<file path="config.mk">
export PLATFORM = sky130hd
export DESIGN_NAME = cdr_phase_ctrl
export DESIGN_NICKNAME = d
export VERILOG_FILES = /design/src/rtl/cdr_pkg.sv /design/src/rtl/cdr_edge_classifier.sv /design/src/rtl/cdr_vote_filter.sv /design/src/rtl/cdr_phase_state.sv /design/src/rtl/cdr_phase_ctrl.sv
export SDC_FILE = /design/constraint.sdc
export NUM_CORES = 1
export LEC_CHECK = 0
export ABC_CLOCK_PERIOD_IN_PS = 3700
export BUFFER_PORTS_ARGS = -buffer_cell sky130_fd_sc_hd__buf_2
export CORE_ASPECT_RATIO = 1.1
export CORE_UTILIZATION = 55
export CTS_CLUSTER_DIAMETER = 40
export DETAILED_ROUTE_END_ITERATION = 7
export MAX_ROUTING_LAYER = met4
export PLACE_DENSITY = 0.79
export SYNTH_ARGS = -nofsm -noshare
export SYNTH_HDL_FRONTEND = slang
export SYNTH_SLANG_ARGS = --single-unit
</file>
<file path="constraint.sdc">
create_clock -name clk -period 3.7 [get_ports clk]
set_input_delay 0.185 -clock clk [delete_from_list [all_inputs] [get_ports clk]]
set_output_delay 0.185 -clock clk [all_outputs]
set_load 0.01 [all_outputs]
</file>
<file path="src/rtl/cdr_pkg.sv">
package cdr_pkg;

  typedef enum logic [1:0] {
    VOTE_NONE  = 2'b00,
    VOTE_LATE  = 2'b01,
    VOTE_EARLY = 2'b10
  } vote_t;

  localparam int unsigned RESET_PHASE_DEF = 128;

endpackage

</file>
<file path="src/rtl/cdr_edge_classifier.sv">
module cdr_edge_classifier
  import cdr_pkg::*;
(
  input  logic  d_cur,
  input  logic  d_prev,
  input  logic  e_smp,
  output vote_t vote
);

  logic crossing;
  logic edge_matches_new;

  always_comb begin
    crossing         = d_cur ^ d_prev;
    edge_matches_new = ~(e_smp ^ d_cur);
    if (!crossing) begin
      vote = VOTE_NONE;
    end else if (edge_matches_new) begin
      vote = VOTE_EARLY;
    end else begin
      vote = VOTE_LATE;
    end
  end

endmodule

</file>
<file path="src/rtl/cdr_vote_filter.sv">
module cdr_vote_filter
  import cdr_pkg::*;
#(
  parameter int unsigned WIN_LEN = 4
) (
  input  logic  clk,
  input  logic  rst_n,
  input  logic  clr,
  input  logic  en,
  input  vote_t vote,
  output logic  dec_up,
  output logic  dec_dn,
  output logic  step_up,
  output logic  step_dn
);

  localparam int unsigned CNT_W = (WIN_LEN > 2) ? $clog2(WIN_LEN) : 1;
  localparam int unsigned ACC_W = $clog2(WIN_LEN + 1) + 1;
  localparam logic [CNT_W-1:0] LAST_IDX = CNT_W'(WIN_LEN - 1);

  logic signed [ACC_W-1:0] acc_q, acc_d, vote_val, sum;
  logic [CNT_W-1:0]        cnt_q, cnt_d;
  logic                    up_q, up_d, dn_q, dn_d;
  logic                    closing;

  always_comb begin
    unique case (vote)
      VOTE_LATE:  vote_val = ACC_W'(signed'(1));
      VOTE_EARLY: vote_val = -ACC_W'(signed'(1));
      default:    vote_val = '0;
    endcase
    sum     = acc_q + vote_val;
    closing = en && !clr && (cnt_q == LAST_IDX);
    dec_up  = closing && (sum > 0);
    dec_dn  = closing && (sum < 0);
  end

  always_comb begin
    acc_d = acc_q;
    cnt_d = cnt_q;
    up_d  = 1'b0;
    dn_d  = 1'b0;
    if (clr) begin
      acc_d = '0;
      cnt_d = '0;
    end else if (en) begin
      if (closing) begin
        acc_d = '0;
        cnt_d = '0;
        up_d  = dec_up;
        dn_d  = dec_dn;
      end else begin
        acc_d = sum;
        cnt_d = cnt_q + 1'b1;
      end
    end
  end

  always_ff @(posedge clk or negedge rst_n) begin
    if (!rst_n) begin
      acc_q <= '0;
      cnt_q <= '0;
      up_q  <= 1'b0;
      dn_q  <= 1'b0;
    end else begin
      acc_q <= acc_d;
      cnt_q <= cnt_d;
      up_q  <= up_d;
      dn_q  <= dn_d;
    end
  end

  assign step_up = up_q;
  assign step_dn = dn_q;

endmodule

</file>
<file path="src/rtl/cdr_phase_state.sv">
module cdr_phase_state #(
  parameter int unsigned PHASE_W   = 8,
  parameter int unsigned RST_PHASE = 128,
  parameter bit          SATURATE  = 1'b1
) (
  input  logic               clk,
  input  logic               rst_n,
  input  logic               load,
  input  logic [PHASE_W-1:0] load_val,
  input  logic               inc,
  input  logic               dec,
  output logic [PHASE_W-1:0] phase
);

  localparam logic [PHASE_W-1:0] PH_MAX  = {PHASE_W{1'b1}};
  localparam logic [PHASE_W-1:0] PH_MIN  = '0;
  localparam logic [PHASE_W-1:0] PH_INIT = PHASE_W'(RST_PHASE);

  logic [PHASE_W-1:0] ph_q, ph_d, ph_step;
  logic               at_max, at_min;

  always_comb begin
    at_max = (ph_q == PH_MAX);
    at_min = (ph_q == PH_MIN);
  end

  generate
    if (SATURATE) begin : g_sat
      always_comb begin
        ph_step = ph_q;
        if (inc && !at_max) begin
          ph_step = ph_q + 1'b1;
        end else if (dec && !at_min) begin
          ph_step = ph_q - 1'b1;
        end
      end
    end else begin : g_wrap
      always_comb begin
        ph_step = ph_q;
        if (inc) begin
          ph_step = ph_q + 1'b1;
        end else if (dec) begin
          ph_step = ph_q - 1'b1;
        end
      end
    end
  endgenerate

  always_comb begin
    if (load) begin
      ph_d = load_val;
    end else begin
      ph_d = ph_step;
    end
  end

  always_ff @(posedge clk or negedge rst_n) begin
    if (!rst_n) begin
      ph_q <= PH_INIT;
    end else begin
      ph_q <= ph_d;
    end
  end

  assign phase = ph_q;

endmodule

</file>
<file path="src/rtl/cdr_phase_ctrl.sv">
module cdr_phase_ctrl
  import cdr_pkg::*;
#(
  parameter int unsigned PHASE_W   = 8,
  parameter int unsigned WIN_LEN   = 4,
  parameter int unsigned RST_PHASE = RESET_PHASE_DEF
) (
  input  logic               clk,
  input  logic               rst_n,
  input  logic               init_load,
  input  logic [PHASE_W-1:0] init_phase,
  input  logic               smp_valid,
  input  logic               d_cur,
  input  logic               d_prev,
  input  logic               e_smp,
  output logic               step_up,
  output logic               step_dn,
  output logic [PHASE_W-1:0] phase_code
);

  vote_t vote;
  logic  dec_up, dec_dn;

  cdr_edge_classifier u_cls (
    .d_cur  (d_cur),
    .d_prev (d_prev),
    .e_smp  (e_smp),
    .vote   (vote)
  );

  cdr_vote_filter #(
    .WIN_LEN (WIN_LEN)
  ) u_filt (
    .clk     (clk),
    .rst_n   (rst_n),
    .clr     (init_load),
    .en      (smp_valid),
    .vote    (vote),
    .dec_up  (dec_up),
    .dec_dn  (dec_dn),
    .step_up (step_up),
    .step_dn (step_dn)
  );

  cdr_phase_state #(
    .PHASE_W   (PHASE_W),
    .RST_PHASE (RST_PHASE),
    .SATURATE  (1'b1)
  ) u_ph (
    .clk      (clk),
    .rst_n    (rst_n),
    .load     (init_load),
    .load_val (init_phase),
    .inc      (dec_up),
    .dec      (dec_dn),
    .phase    (phase_code)
  );

endmodule

</file>
After elaboration in Yosys (flattened, before gate mapping)

Index checks and enable logic that the tools add are counted.

Memories kept: 0
Memory bits (read-only): 0
Bits in registers: 16
Bits in latches: 0
Memory bits (writable): 0

Shift operators: 0
Div/mod/pow operators: 0
Multiplexer cells: 18
Bitwise operators: 2
Equality and inequality tests: 4
Magnitude comparators: 2
$add $sub $neg: 4
Reduce and logical (&&, ||, !) cells: 12
Multipliers: 0

Operators with widths:

| operator                                                                        | number |
|---|---|
| 8-bit two-way mux                                                               | 3 |
| 4-bit two-way mux                                                               | 3 |
| 2-bit two-way mux                                                               | 5 |
| 8-bit by 1-bit adder with 8-bit output, second input constant                   | 1 |
| 8-bit == test, second input constant                                            | 1 |
| 8-bit zero test                                                                 | 1 |
| 4-bit case mux with 2 select lines                                              | 1 |
| 8-bit by 1-bit subtractor with 8-bit output, second input constant              | 1 |
| 1-bit logical AND                                                               | 6 |
| 1-bit two-way mux                                                               | 6 |
| 4-bit adder                                                                     | 1 |
| 2-bit == test, second input constant                                            | 2 |
| 4-bit by 1-bit greater-than comparator with 1-bit output, second input constant | 1 |
| 4-bit by 1-bit less-than comparator with 1-bit output, second input constant    | 1 |
| 1-bit zero test                                                                 | 3 |
| 3-bit nonzero test                                                              | 1 |
| 2-bit by 1-bit adder with 2-bit output, second input constant                   | 1 |
| 2-bit by 1-bit == test with 1-bit output, second input constant                 | 1 |
| 2-bit nonzero test                                                              | 1 |
| 1-bit bitwise XOR                                                               | 2 |

Longest topological paths before layout

Gate-level depths: netlist (run 1).

Depth after elaboration: 12
Gate-level depth with buffers: 15
Gate-level depth less buffers: 15

Cells and area by module

A second synthesis (run 1) with hierarchy kept.

Cells, all modules: 135
Area total of the unflattened synthesis: 1,308.8 sq um

By module, submodules not included:

| module              | area each (sq um) | cells each | instances |
|---|---|---|---|
| cdr_phase_state     | 703.2             | 75         | 1 |
| cdr_vote_filter     | 571.8             | 56         | 1 |
| cdr_edge_classifier | 33.8              | 4          | 1 |

Worst setup path after synthesis (run 1)

No wires, ideal clock.

Path kind: in2reg
Start point: in e_smp
End point: reg u_ph.ph_q[6] (netlist: u_ph.phase[6])
Path slack: 0.420 ns
Buffers on the path: 0
Stages: 15
Arrival time: 3.146 ns
Library setup time: 0.134 ns
Required time: 3.566 ns
Path through: and3b_1 -> nor2_1 -> inv_1 -> ha_1 -> a31oi_1 -> o21a_4 -> xor2_2 -> nand2_1 -> fa_1 -> a21o_1 -> a21oi_1 -> o21bai_1 -> a21oi_1 -> xor2_1 -> o211ai_1

Longest elaborated chain between the ends: 11

RTL lines:

| element                                                                   | line                      | text |
|---|---|---|
| from (decl)                                                               | cdr_phase_ctrl.sv:15      | `input logic e_smp,` |
| 1-bit bitwise XOR *                                                       | cdr_edge_classifier.sv:15 | `edge_matches_new = ~(e_smp ^ d_cur);` |
| 2-bit two-way mux *                                                       | cdr_edge_classifier.sv:18 | `end else if (edge_matches_new) begin` |
| 2-bit two-way mux *                                                       | cdr_edge_classifier.sv:16 | `if (!crossing) begin` |
| 2-bit == test or 2-bit by 1-bit == test with 1-bit output (tied branches) | cdr_vote_filter.sv:27     | `unique case (vote)` |
| 4-bit case mux with 2 select lines *                                      | cdr_vote_filter.sv:27     |  |
| 4-bit adder *                                                             | cdr_vote_filter.sv:32     | `sum = acc_q + vote_val;` |
| 4-bit by 1-bit greater-than comparator with 1-bit output                  | cdr_vote_filter.sv:34     | `dec_up = closing && (sum > 0);` |
| 1-bit logical AND                                                         | cdr_vote_filter.sv:34     |  |
| 1-bit logical AND                                                         | cdr_phase_state.sv:31     | `if (inc && !at_max) begin` |
| 8-bit two-way mux                                                         | cdr_phase_state.sv:31     |  |
| 8-bit two-way mux                                                         | cdr_phase_state.sv:50     | `if (load) begin` |
| to (signal assigned)                                                      | cdr_phase_state.sv:61     | `ph_q <= ph_d;` |
| to (decl)                                                                 | cdr_phase_state.sv:19     | `logic [PHASE_W-1:0] ph_q, ph_d, ph_step;` |

Mark *: on every way between the ends. The rest lies on a longest branch, timed or not.
A chain may end at the register's enable or synchronous reset.

Final worst setup path (run 1)

Start point: reg u_filt.acc_q[1]
End point: reg u_ph.ph_q[6] (netlist: u_ph.phase[6])

Longest elaborated chain between the ends: 6

RTL lines:

| element                                                  | line                  | text |
|---|---|---|
| from (decl)                                              | cdr_vote_filter.sv:21 | `logic signed [ACC_W-1:0] acc_q, acc_d, vote_val, sum;` |
| from (signal assigned)                                   | cdr_vote_filter.sv:61 | `acc_q <= '0;` |
| from (signal assigned)                                   | cdr_vote_filter.sv:66 | `acc_q <= acc_d;` |
| 4-bit adder *                                            | cdr_vote_filter.sv:32 |  |
| 4-bit by 1-bit greater-than comparator with 1-bit output | cdr_vote_filter.sv:34 |  |
| 1-bit logical AND                                        | cdr_vote_filter.sv:34 |  |
| 1-bit logical AND                                        | cdr_phase_state.sv:31 |  |
| 8-bit two-way mux                                        | cdr_phase_state.sv:31 |  |
| 8-bit two-way mux                                        | cdr_phase_state.sv:50 |  |

Marks and branches as above.

==> results of run 1 <==
worst max-delay path, delay by kind of cell (launching register included):
kind                       cells  cell delay (ps)
adders and majority gates      2              550
and+or+nand+nor                2              500
DFF                            1              450
AOI/OAI and AO/OA              6              930
xor gates and xnor gates       3              660
layout make-up:
cell class / count / area [sq um] / share of cell area
clock buffer: 4 / 36.3 / 0.0236
inverter: 3 / 11.3 / 0.00732
sequential: 16 / 402 / 0.261
tap: 30 / 37.5 / 0.0244
multi-input combinational: 116 / 907 / 0.589
timing repair buffer: 27 / 145 / 0.0943
cell families after synthesis:
family,count (synthesis),synth area share
AO/OA/AOI/OAI,38,0.211
XOR/XNOR,11,0.0920
adder cells (fa/ha/maj),12,0.118
buffers and inverters,6,0.0178
flip-flops,16,0.301
multiplexers,5,0.0413
AND/OR/NAND/NOR,50,0.218
what timing repair did:
action	4_1_cts	5_1_grt
resized for setup	0	0
hold buffers	1	0
hold endpoints to repair	15	0
placed cells by master, fill, tap and decap left out, types with 3 or more instances in the layout:
cell type	instances
sky130_fd_sc_hd__clkbuf_4	3
sky130_fd_sc_hd__and3b_1	3
sky130_fd_sc_hd__buf_2	24
sky130_fd_sc_hd__inv_1	3
sky130_fd_sc_hd__xnor2_1	3
sky130_fd_sc_hd__nand2_1	6
sky130_fd_sc_hd__nor2b_1	5
sky130_fd_sc_hd__nor3_1	3
sky130_fd_sc_hd__ha_1	11
sky130_fd_sc_hd__nand3_1	4
sky130_fd_sc_hd__a21o_1	4
sky130_fd_sc_hd__xor2_1	6
sky130_fd_sc_hd__nor2_1	13
sky130_fd_sc_hd__nand4_1	5
sky130_fd_sc_hd__mux2i_1	4
sky130_fd_sc_hd__dfrtp_1	15
sky130_fd_sc_hd__a21oi_1	10
sky130_fd_sc_hd__o2111ai_1	7
sky130_fd_sc_hd__o211ai_1	5
power by group:
group,total (W),switching [W],internal (W)
logic,0.000169,0.0000934,0.0000758
registers,0.000213,0.0000212,0.000191
clock network,0.000119,0.0000586,0.0000599
total,0.000500,0.000173,0.000327
registers in the layout, indices dropped and copies added, names as in the netlist:
register        count
u_filt.step_dn      1
u_filt.step_up      1
u_ph.phase          8
u_filt.cnt_q        2
u_filt.acc_q        4
metal layers:
layer  GRT usage  vias to the layer above
met5           -                        -
met4       0.123                        0
met3      0.0254                        6
met2       0.438                       42
met1       0.292                      592
li1            -                      583
stage by stage:
stage	util	total power [W]
floorplan	-	0.000330
global placement	0.656	0.000375
detailed placement	0.656	0.000384
CTS	0.677	0.000502
global route	0.677	0.000534
finish	0.677	0.000500
final timing paths:
| check | endpoint | slack [ps] | cells past startpoint |
|---|---|---|---|
| setup / recovery | u_ph.phase[6]$_DFFE_PN0P_ | 480 | 13 |
| hold / removal | u_ph.phase[7]$_DFFE_PN1P_ | 100 | 3 |
| setup reg to reg | u_ph.phase[6]$_DFFE_PN0P_ | 480 | 13 |
| hold reg to reg | u_filt.acc_q[2]$_DFFE_PN0P_ | 550 | 2 |
| max in group asynchronous | u_ph.phase[7]$_DFFE_PN1P_ | 3040 | 2 |
| min in group asynchronous | u_ph.phase[0]$_DFFE_PN0P_ | 350 | 2 |
==> reports/qor.json, run 1 <==
{
  "drt": {
    "dr.max_layer_used": "met4",
    "postRouteWirelength_um": 3070,
    "post-route-drc-count": 0,
    "wl_met1_um": 1360,
    "post_drt_via_cell_ratio": 6.24,
    "met3_wirelength_um": 115,
    "initialDrtViolationCount": 33,
    "drt-wirelength-per-cell_um": 15.7,
    "routed-via-count": 1223,
    "drtAntennaViolNets": 0,
    "firstDrtPassIters": 4,
    "wl_met2_um": 1550
  },
  "sta": {
    "aggregate_negative_setup_slack_ps": 0,
    "final_critical_path_setup_slack_ps": 480,
    "achievable-frequency_mhz": 311,
    "setup_viol": 0,
    "tightest_slew_ps": 578,
    "clock_skew_ps": 5.07,
    "period_share": 0.870,
    "timing.slew.headroom": 0.604,
    "final_min_period_ps": 3220,
    "unrepaired_setup_endpoints_after_global_routing": "false",
    "timing_max_transition_violations_final": 0,
    "final-hold-violation-count": 0,
    "fin_hold_ws_ps": 103
  },
  "setup_path": {
    "worst_setup_path_end_kind": "register",
    "critPathMaxFanout": 8,
    "critPathKind": "register to register",
    "crit_chain": "xnor2_1 -> ha_1 -> nor3_1 -> xor2_1 -> a21oi_1 -> nand2_1 -> ha_1 -> a21o_1 -> a21oi_1 -> o21bai_1 -> a21oi_1 -> xor2_1 -> o211ai_1",
    "regToRegStartpoint": "u_filt.acc_q[1]$_DFFE_PN0P_",
    "critical_path.slowest_cell": "sky130_fd_sc_hd__dfrtp_1",
    "critPathLaunch": "u_filt.acc_q[1]$_DFFE_PN0P_",
    "worst_setup_path_start_kind": "register",
    "cp_slowest_stage_delay_ps": 450,
    "critPathRequiredTime_ps": 3860,
    "crit_top_cell": "sky130_fd_sc_hd__a21oi_1",
    "arrival_time_of_the_worst_setup_path_ps": 3390
  },
  "power": {
    "worst_ir_drop_vdd_v": 0.000235,
    "p_leak_nw": 0.708,
    "areal_power_density_over_the_cells_nw_per_um2": 325
  },
  "synthesis": {
    "post_synth_num_cell_types": 43,
    "ys.flop_type": "sky130_fd_sc_hd__dfrtp_1",
    "synthArstFlopShare": 1.00,
    "yosys-top-cells-area": "sky130_fd_sc_hd__dfrtp_1 (28%), sky130_fd_sc_hd__ha_1 (10%), sky130_fd_sc_hd__o2111ai_1 (4.6%)",
    "synth_enable_flop_cells": 0,
    "synthMostInstantiatedCell": "sky130_fd_sc_hd__dfrtp_1",
    "synth.cell_area_sq_um": 1330,
    "syn-mean-instance-area_sq_um": 9.66,
    "synth-seq-area-share": 0.301,
    "synth.top_cell.area_share": 0.282,
    "synth_fp_nets": 165,
    "post-synth-top-area-cell": "sky130_fd_sc_hd__dfrtp_1",
    "synth_common_cells": "sky130_fd_sc_hd__dfrtp_1 (15), sky130_fd_sc_hd__nor2_1 (13), sky130_fd_sc_hd__ha_1 (11), sky130_fd_sc_hd__a21oi_1 (10), sky130_fd_sc_hd__o2111ai_1 (7)",
    "yosys_warnings": 0,
    "ys_seq_elements": 16,
    "syn-instance-count": 138
  },
  "worst_hold_path": {
    "timing.hold.worst.class": "primary input to register",
    "hold_path_startpoint": "init_phase[7]"
  },
  "cells_and_area": {
    "final_cell_count_no_fill": 196,
    "layout-area-overhead-vs-synth_pct": 15.5,
    "n_antenna_cell": 0,
    "n_fill_cell": 205,
    "postLayoutCellArea_sq_um": 1540,
    "fin_nets": 194,
    "layout-drive-gt1-share": 0.253
  },
  "grt": {
    "grt_first_pass_wirelength_um": 4800,
    "grt_start_max_net_pins": 22,
    "grt_overflow": 0,
    "antenna_violations_before_repair": 0,
    "grt_util_all_layers": 0.250,
    "first_global_vias": 1119
  },
  "status": {
    "outcome": "finished, final reports clean"
  },
  "placed_design": {
    "dp_worst_setup_slack_ps": 175,
    "place.detailed.hpwl_um": 2390,
    "post-place-cells": 191,
    "finalWeightedCongestion": 0.817,
    "io_buffers": 24,
    "dpl_cell_area_sq_um": 1490
  },
  "die": {
    "starting_density_of_the_core": 0.586,
    "io-pin-count": 25,
    "die_area_sq_um": 2620,
    "rows": 18,
    "die_height_um": 53.6,
    "die_width_um": 48.9,
    "core-area_sq_um": 2270
  },
  "clock_tree": {
    "cts-root-to-sink-buffers": 2,
    "cts_buffers": 3,
    "postCtsSetupBuffers": 0,
    "clockRootBuffer": "sky130_fd_sc_hd__clkbuf_4",
    "cts_htree_levels": 1,
    "clock_sinks": 16,
    "insertion_delay_ps": 290,
    "clock_tree_from_tritoncts": "built",
    "clk_pin_slew_ps": 100
  },
  "job": {
    "maxCapViolCount": 0
  }
}
Note: power is estimated with default switching activity, not from simulation.
==> run 2, diff against run 1 <==
--- a/config.mk
+++ b/config.mk
@@ -5,14 +5,13 @@
 export SDC_FILE = /design/constraint.sdc
 export NUM_CORES = 1
 export LEC_CHECK = 0
-export ABC_CLOCK_PERIOD_IN_PS = 3700
 export BUFFER_PORTS_ARGS = -buffer_cell sky130_fd_sc_hd__buf_2
 export CORE_ASPECT_RATIO = 1.1
-export CORE_UTILIZATION = 55
+export CORE_UTILIZATION = 50
 export CTS_CLUSTER_DIAMETER = 40
 export DETAILED_ROUTE_END_ITERATION = 7
 export MAX_ROUTING_LAYER = met4
-export PLACE_DENSITY = 0.79
+export PLACE_DENSITY = 0.76
 export SYNTH_ARGS = -nofsm -noshare
 export SYNTH_HDL_FRONTEND = slang
 export SYNTH_SLANG_ARGS = --single-unit
==> constraint.sdc (replaced) <==
create_clock -name clk -period 2.7 [get_ports clk]
set_input_delay 0.135 -clock clk [delete_from_list [all_inputs] [get_ports clk]]
set_output_delay 0.135 -clock clk [all_outputs]
set_load 0.01 [all_outputs]
==> run 2 against run 1 <==
Compared with the run above: the flow now finishes with violations (setup timing); total power up 72%; sequential power increased by 41%; worst hold slack got worse by 33 ps; global-route usage grew 4.1 points; non-clock buffer count increased by 32; setup slack worse by 760 ps; clock-buffer cell count unchanged; critical endpoint unchanged; largest cell class unchanged; highest routed layer unchanged.
==> reports/qor.json, run 2 (synthesis gave the netlist of run 1 again) <==
{
  "worst_hold_path": {
    "timing.hold.worst.class": "primary input to register"
  },
  "clock_tree": {
    "clock_tree_from_tritoncts": "built",
    "cts-root-to-sink-buffers": 2,
    "cts_buffers": 3,
    "clk_pin_slew_ps": 100,
    "cts_htree_levels": 1,
    "insertion_delay_ps": 290,
    "clock_sinks": 16,
    "clockRootBuffer": "sky130_fd_sc_hd__clkbuf_4"
  },
  "sta": {
    "clock_skew_ps": 2.86,
    "achievable-frequency_mhz": 336,
    "final_critical_path_setup_slack_ps": -277,
    "timing.slew.headroom": 0.721,
    "fin_hold_ws_ps": 69.5,
    "setup_viol": 4,
    "tightest_slew_ps": 415,
    "final_min_period_ps": 2980,
    "period_share": 1.10,
    "unrepaired_setup_endpoints_after_global_routing": "true",
    "final-hold-violation-count": 0,
    "timing_max_transition_violations_final": 0,
    "aggregate_negative_setup_slack_ps": -385
  },
  "grt": {
    "grt_overflow": 0,
    "grt_util_all_layers": 0.291,
    "grt_first_pass_wirelength_um": 6110,
    "first_global_vias": 1371,
    "grt_start_max_net_pins": 21,
    "antenna_violations_before_repair": 0
  },
  "drt": {
    "postRouteWirelength_um": 4520,
    "drtAntennaViolNets": 0,
    "post_drt_via_cell_ratio": 6.21,
    "post-route-drc-count": 0,
    "firstDrtPassIters": 4,
    "initialDrtViolationCount": 59,
    "drt-wirelength-per-cell_um": 19.7,
    "routed-via-count": 1423
  },
  "cells_and_area": {
    "fin_nets": 226,
    "postLayoutCellArea_sq_um": 2070,
    "layout-area-overhead-vs-synth_pct": 55.1,
    "utilization": 0.820,
    "most_used_cells_in_the_layout_excluding_fill_and_tap_cells": "sky130_fd_sc_hd__buf_4 (30), sky130_fd_sc_hd__buf_2 (24), sky130_fd_sc_hd__dfrtp_1 (14), sky130_fd_sc_hd__nor2_1 (12), sky130_fd_sc_hd__ha_4 (9)",
    "largest_register_ffs": 8,
    "layout_commonest_cell": "sky130_fd_sc_hd__buf_4",
    "n_fill_cell": 150,
    "layout-drive-gt1-share": 0.505,
    "n_antenna_cell": 0
  },
  "placed_design": {
    "finalWeightedCongestion": 0.834,
    "dpl_cell_area_sq_um": 1740,
    "place.detailed.hpwl_um": 2670,
    "io_buffers": 24
  },
  "die": {
    "rows": 19,
    "core-area_sq_um": 2520,
    "die_width_um": 51.2,
    "die_height_um": 56.1,
    "io-pin-count": 25,
    "die_area_sq_um": 2880,
    "starting_density_of_the_core": 0.529
  },
  "power": {
    "areal_power_density_over_the_cells_nw_per_um2": 417,
    "worst_ir_drop_vdd_v": 0.000336,
    "total_power_w": 0.000861,
    "p_leak_nw": 0.910
  },
  "setup_path": {
    "arrival_time_of_the_worst_setup_path_ps": 3150,
    "critPathRequiredTime_ps": 2870,
    "critical_path.slowest_cell": "sky130_fd_sc_hd__dfrtp_2",
    "critPathKind": "register to register",
    "worst_setup_path_start_kind": "register",
    "timing.reg2reg.setup_slack_ps": -280,
    "cp_slowest_stage_delay_ps": 460,
    "crit_chain": "xnor2_2 -> ha_4 -> nor3_4 -> xor2_1 -> a21oi_2 -> nand2_4 -> fa_2 -> a21o_1 -> a21oi_2 -> o21bai_1 -> a21oi_1 -> xor2_1 -> o211ai_1",
    "worst_setup_path_end_kind": "register",
    "critPathMaxFanout": 5
  },
  "status": {
    "violations": "setup timing",
    "outcome": "complete, but fails checks"
  },
  "job": {
    "maxCapViolCount": 0
  }
}
[run 2: cell types whose count changed in the layout (fill, tap and decap cells not counted), sizes merged]
cell and delta:
buf +32
[run 2: cell type report]
cell class              count  area, sq um  area share
repair buffers             59          418       0.202
clock buffers               4         36.3      0.0176
flip-flops and latches     16          403       0.195
inverters                   3         11.3     0.00545
multi-input cells         116         1160       0.561
well taps                  31         38.8      0.0188
[run 2: worst max-delay path, delay by kind of cell (launching register included)]
kind | cells | cell delay, ps
and+or+nand+nor | 2 | 300
AOI/OAI and AO/OA | 6 | 1050
DFF | 1 | 460
adders and majority gates | 2 | 540
xor gates and xnor gates | 3 | 500
[run 2: layer usage]
layer	GRT usage	part of all wire
met5	-	0
met4	0.0927	0.042
met3	0.0246	0.062
met2	0.504	0.54
met1	0.353	0.36
[run 2: path summary, 6_finish.rpt]
kind,startpoint,end,cells after the start
setup / recovery,u_filt.acc_q[1]$_DFFE_PN0P_,u_ph.phase[6]$_DFFE_PN0P_,13
hold / removal,init_phase[5],u_ph.phase[5]$_DFFE_PN0P_,3
setup reg to reg,u_filt.acc_q[1]$_DFFE_PN0P_,u_ph.phase[6]$_DFFE_PN0P_,13
hold reg to reg,u_filt.cnt_q[1]$_DFFE_PN0P_,u_filt.cnt_q[1]$_DFFE_PN0P_,2
max in group asynchronous,rst_n,u_ph.phase[7]$_DFFE_PN1P_,2
min in group asynchronous,rst_n,u_ph.phase[2]$_DFFE_PN0P_,2
[run 2: power breakdown]
part	internal, W	total, W	switching (W)
Sequential	0.000262	0.000300	0.0000380
Clock	0.0000822	0.000166	0.0000834
Combinational	0.000207	0.000395	0.000188
Total	0.000552	0.000861	0.000309
[run 2: what timing repair did]
action                                  4_1_cts  5_1_grt
pin swaps                                    10       15
endpoints found under the setup margin        3        4
hold buffers                                  1        0
endpoints found under the hold margin        15        0
resized for setup                             8       22
setup buffers                                 5        4
[run 2: per-stage QoR]
stage          cells  setup WS, ps
5_1_grt          229          -398
3_5_place_dp     216          -305
4_1_cts          226          3.97
2_1_floorplan    138          -140
3_3_place_gp     216          -169
6_report         229          -277
==> run 3, diff against run 2 <==
--- a/config.mk
+++ b/config.mk
@@ -10,6 +10,7 @@
 export CORE_UTILIZATION = 50
 export CTS_CLUSTER_DIAMETER = 40
 export DETAILED_ROUTE_END_ITERATION = 7
+export GPL_ROUTABILITY_DRIVEN = 0
 export MAX_ROUTING_LAYER = met4
 export PLACE_DENSITY = 0.76
 export SYNTH_ARGS = -nofsm -noshare
==> constraint.sdc (replaced) <==
create_clock -name clk -period 2.55 [get_ports clk]
set_input_delay 0.1275 -clock clk [delete_from_list [all_inputs] [get_ports clk]]
set_output_delay 0.1275 -clock clk [all_outputs]
set_load 0.01 [all_outputs]
==> run 3 against run 2 <==
Compared with the run above: the run still ends with setup timing left; flip-flop and latch count unchanged; design area decreased by 7.5%; die area unchanged; critical path depth unchanged; cell count increased by 1.7%; maximum frequency increased by 6.3%; setup slack improved by 26 ps.
==> reports/qor.json, run 3 (synthesis gave the netlist of run 1 again) <==
{
  "sta": {
    "unrepaired_setup_endpoints_after_global_routing": "true",
    "timing_max_transition_violations_final": 0,
    "clock_skew_ps": 1.05,
    "final_min_period_ps": 2800,
    "achievable-frequency_mhz": 357,
    "period_share": 1.10,
    "tightest_slew_ps": 371,
    "final-hold-violation-count": 0,
    "timing.slew.headroom": 0.753,
    "final_critical_path_setup_slack_ps": -251,
    "setup_viol": 4
  },
  "setup_path": {
    "critPathRequiredTime_ps": 2720,
    "worst_setup_path_start_kind": "register",
    "cpLargestDelayFamily": "compound AO/OA/AOI/OAI gates",
    "critPathMaxFanout": 7,
    "worst_setup_path_end_kind": "register",
    "cp_slowest_stage_delay_ps": 450,
    "crit_top_cell": "sky130_fd_sc_hd__a21oi_2",
    "critPathKind": "register to register",
    "crit_chain": "xnor2_2 -> ha_2 -> nor3_4 -> xor2_1 -> a21oi_2 -> nand2_4 -> fa_2 -> a21o_1 -> a21oi_2 -> o21bai_1 -> a21oi_2 -> xor2_1 -> o211ai_1",
    "arrival_time_of_the_worst_setup_path_ps": 2970,
    "critical_path.slowest_cell": "sky130_fd_sc_hd__dfrtp_2",
    "worstPathBufferInverterCount": 0
  },
  "cells_and_area": {
    "most_used_cells_in_the_layout_excluding_fill_and_tap_cells": "sky130_fd_sc_hd__buf_4 (38), sky130_fd_sc_hd__buf_2 (24), sky130_fd_sc_hd__dfrtp_1 (14), sky130_fd_sc_hd__nor2_1 (12)",
    "layout_commonest_cell": "sky130_fd_sc_hd__buf_4",
    "n_fill_cell": 177,
    "largest_register_ffs": 8,
    "layout-drive-gt1-share": 0.475,
    "fin_nets": 230,
    "n_antenna_cell": 0,
    "layout-area-overhead-vs-synth_pct": 43.5
  },
  "status": {
    "violations": "setup timing",
    "outcome": "complete, but fails checks"
  },
  "clock_tree": {
    "clock_sinks": 16,
    "clockRootBuffer": "sky130_fd_sc_hd__clkbuf_4",
    "cts_htree_levels": 1,
    "cts-root-to-sink-buffers": 2,
    "cts_buffers": 3,
    "clk_pin_slew_ps": 100,
    "clock_tree_from_tritoncts": "built",
    "insertion_delay_ps": 290
  },
  "grt": {
    "antenna_violations_before_repair": 0,
    "grt_util_all_layers": 0.288,
    "first_global_vias": 1383,
    "grt_overflow": 0,
    "grt_first_pass_wirelength_um": 6020,
    "grt_start_max_net_pins": 21
  },
  "drt": {
    "post_drt_via_cell_ratio": 5.92,
    "postRouteWirelength_um": 3660,
    "drtAntennaViolNets": 0,
    "routed-via-count": 1379,
    "drt-wirelength-per-cell_um": 15.7,
    "initialDrtViolationCount": 27,
    "firstDrtPassIters": 4,
    "post-route-drc-count": 0
  },
  "placed_design": {
    "io_buffers": 24,
    "dp_worst_setup_slack_ps": -459,
    "place.detailed.hpwl_um": 2820
  },
  "die": {
    "core-area_sq_um": 2520,
    "io-pin-count": 25,
    "starting_density_of_the_core": 0.529,
    "die_width_um": 51.2,
    "die_height_um": 56.1,
    "die_area_sq_um": 2880,
    "rows": 19
  },
  "job": {
    "maxCapViolCount": 0
  },
  "power": {
    "total_power_w": 0.000820,
    "areal_power_density_over_the_cells_nw_per_um2": 429,
    "worst_ir_drop_vdd_v": 0.000402,
    "p_leak_nw": 0.892
  },
  "worst_hold_path": {
    "timing.hold.worst.class": "primary input to register"
  }
}
## run 3: cell types whose count changed in the layout (fill, tap and decap cells not counted), moves of 2 or more
cell                      delta
sky130_fd_sc_hd__buf_4       +8
sky130_fd_sc_hd__ha_4        -7
sky130_fd_sc_hd__ha_1        +5
sky130_fd_sc_hd__a21oi_2     +4
sky130_fd_sc_hd__a21oi_1     -2
sky130_fd_sc_hd__a21oi_4     -2
sky130_fd_sc_hd__a31oi_4     -2
sky130_fd_sc_hd__buf_12      -2
sky130_fd_sc_hd__buf_6       -2
sky130_fd_sc_hd__ha_2        +2
## run 3: layout make-up
type,instances,area [sq um],share of cell area
multi-input cells,116,1020,0.532
repair buffers,63,415,0.217
flip-flops and latches,16,403,0.211
well taps,31,38.8,0.0203
clock buffers,4,26.3,0.0137
inverters,3,11.3,0.00589
## run 3: per-stage QoR
step	setup TNS [ps]	utilization	hold WS [ps]	area [sq um]	cells
2_1_floorplan	-814	-	-168	1390	138
3_3_place_gp	-1210	0.701	54.1	1770	220
3_5_place_dp	-2010	0.701	65.6	1770	220
4_1_cts	-672	0.739	50.5	1860	229
5_1_grt	-1540	0.759	67.7	1910	233
6_report	-688	0.759	50.0	1910	233
## run 3: worst min-delay path, cell delays in order
cell and delay (ps):
sky130_fd_sc_hd__buf_2 80, sky130_fd_sc_hd__nand2_1 50, sky130_fd_sc_hd__nand4_1 60
## run 3: what timing repair did
| item | in CTS | in global routing |
|---|---|---|
| gates resized for setup | 7 | 5 |
| hold endpoints to repair | 15 | 0 |
| gates cloned | 0 | 0 |
| endpoints found under the setup margin | 7 | 7 |
| buffers inserted | 5 | 4 |
| pin swaps | 11 | 3 |
| hold buffers | 1 | 0 |
## run 3: path summary, 6_finish.rpt
path / from / to / slack [ps] / cells after the start
max: u_filt.acc_q[1]$_DFFE_PN0P_ / u_ph.phase[6]$_DFFE_PN0P_ / -250 / 13
max in group asynchronous: rst_n / u_ph.phase[7]$_DFFE_PN1P_ / 1970 / 2
min: init_phase[7] / u_ph.phase[7]$_DFFE_PN1P_ / 50 / 3
max reg2reg: u_filt.acc_q[1]$_DFFE_PN0P_ / u_ph.phase[6]$_DFFE_PN0P_ / -250 / 13
min in group asynchronous: rst_n / u_ph.phase[3]$_DFFE_PN0P_ / 270 / 2
min reg2reg: u_filt.cnt_q[1]$_DFFE_PN0P_ / u_filt.cnt_q[1]$_DFFE_PN0P_ / 560 / 2
## run 3: layer usage
metal,up-vias,part of all wire,track usage
li1,656,-,-
met1,672,0.41,0.335
met2,41,0.53,0.496
met3,10,0.029,0.0273
met4,0,0.024,0.127
met5,-,0,-
## run 3: power by group
group,switching (W),internal [W]
logic,0.000175,0.000191
clock network,0.0000846,0.0000608
registers,0.0000308,0.000278
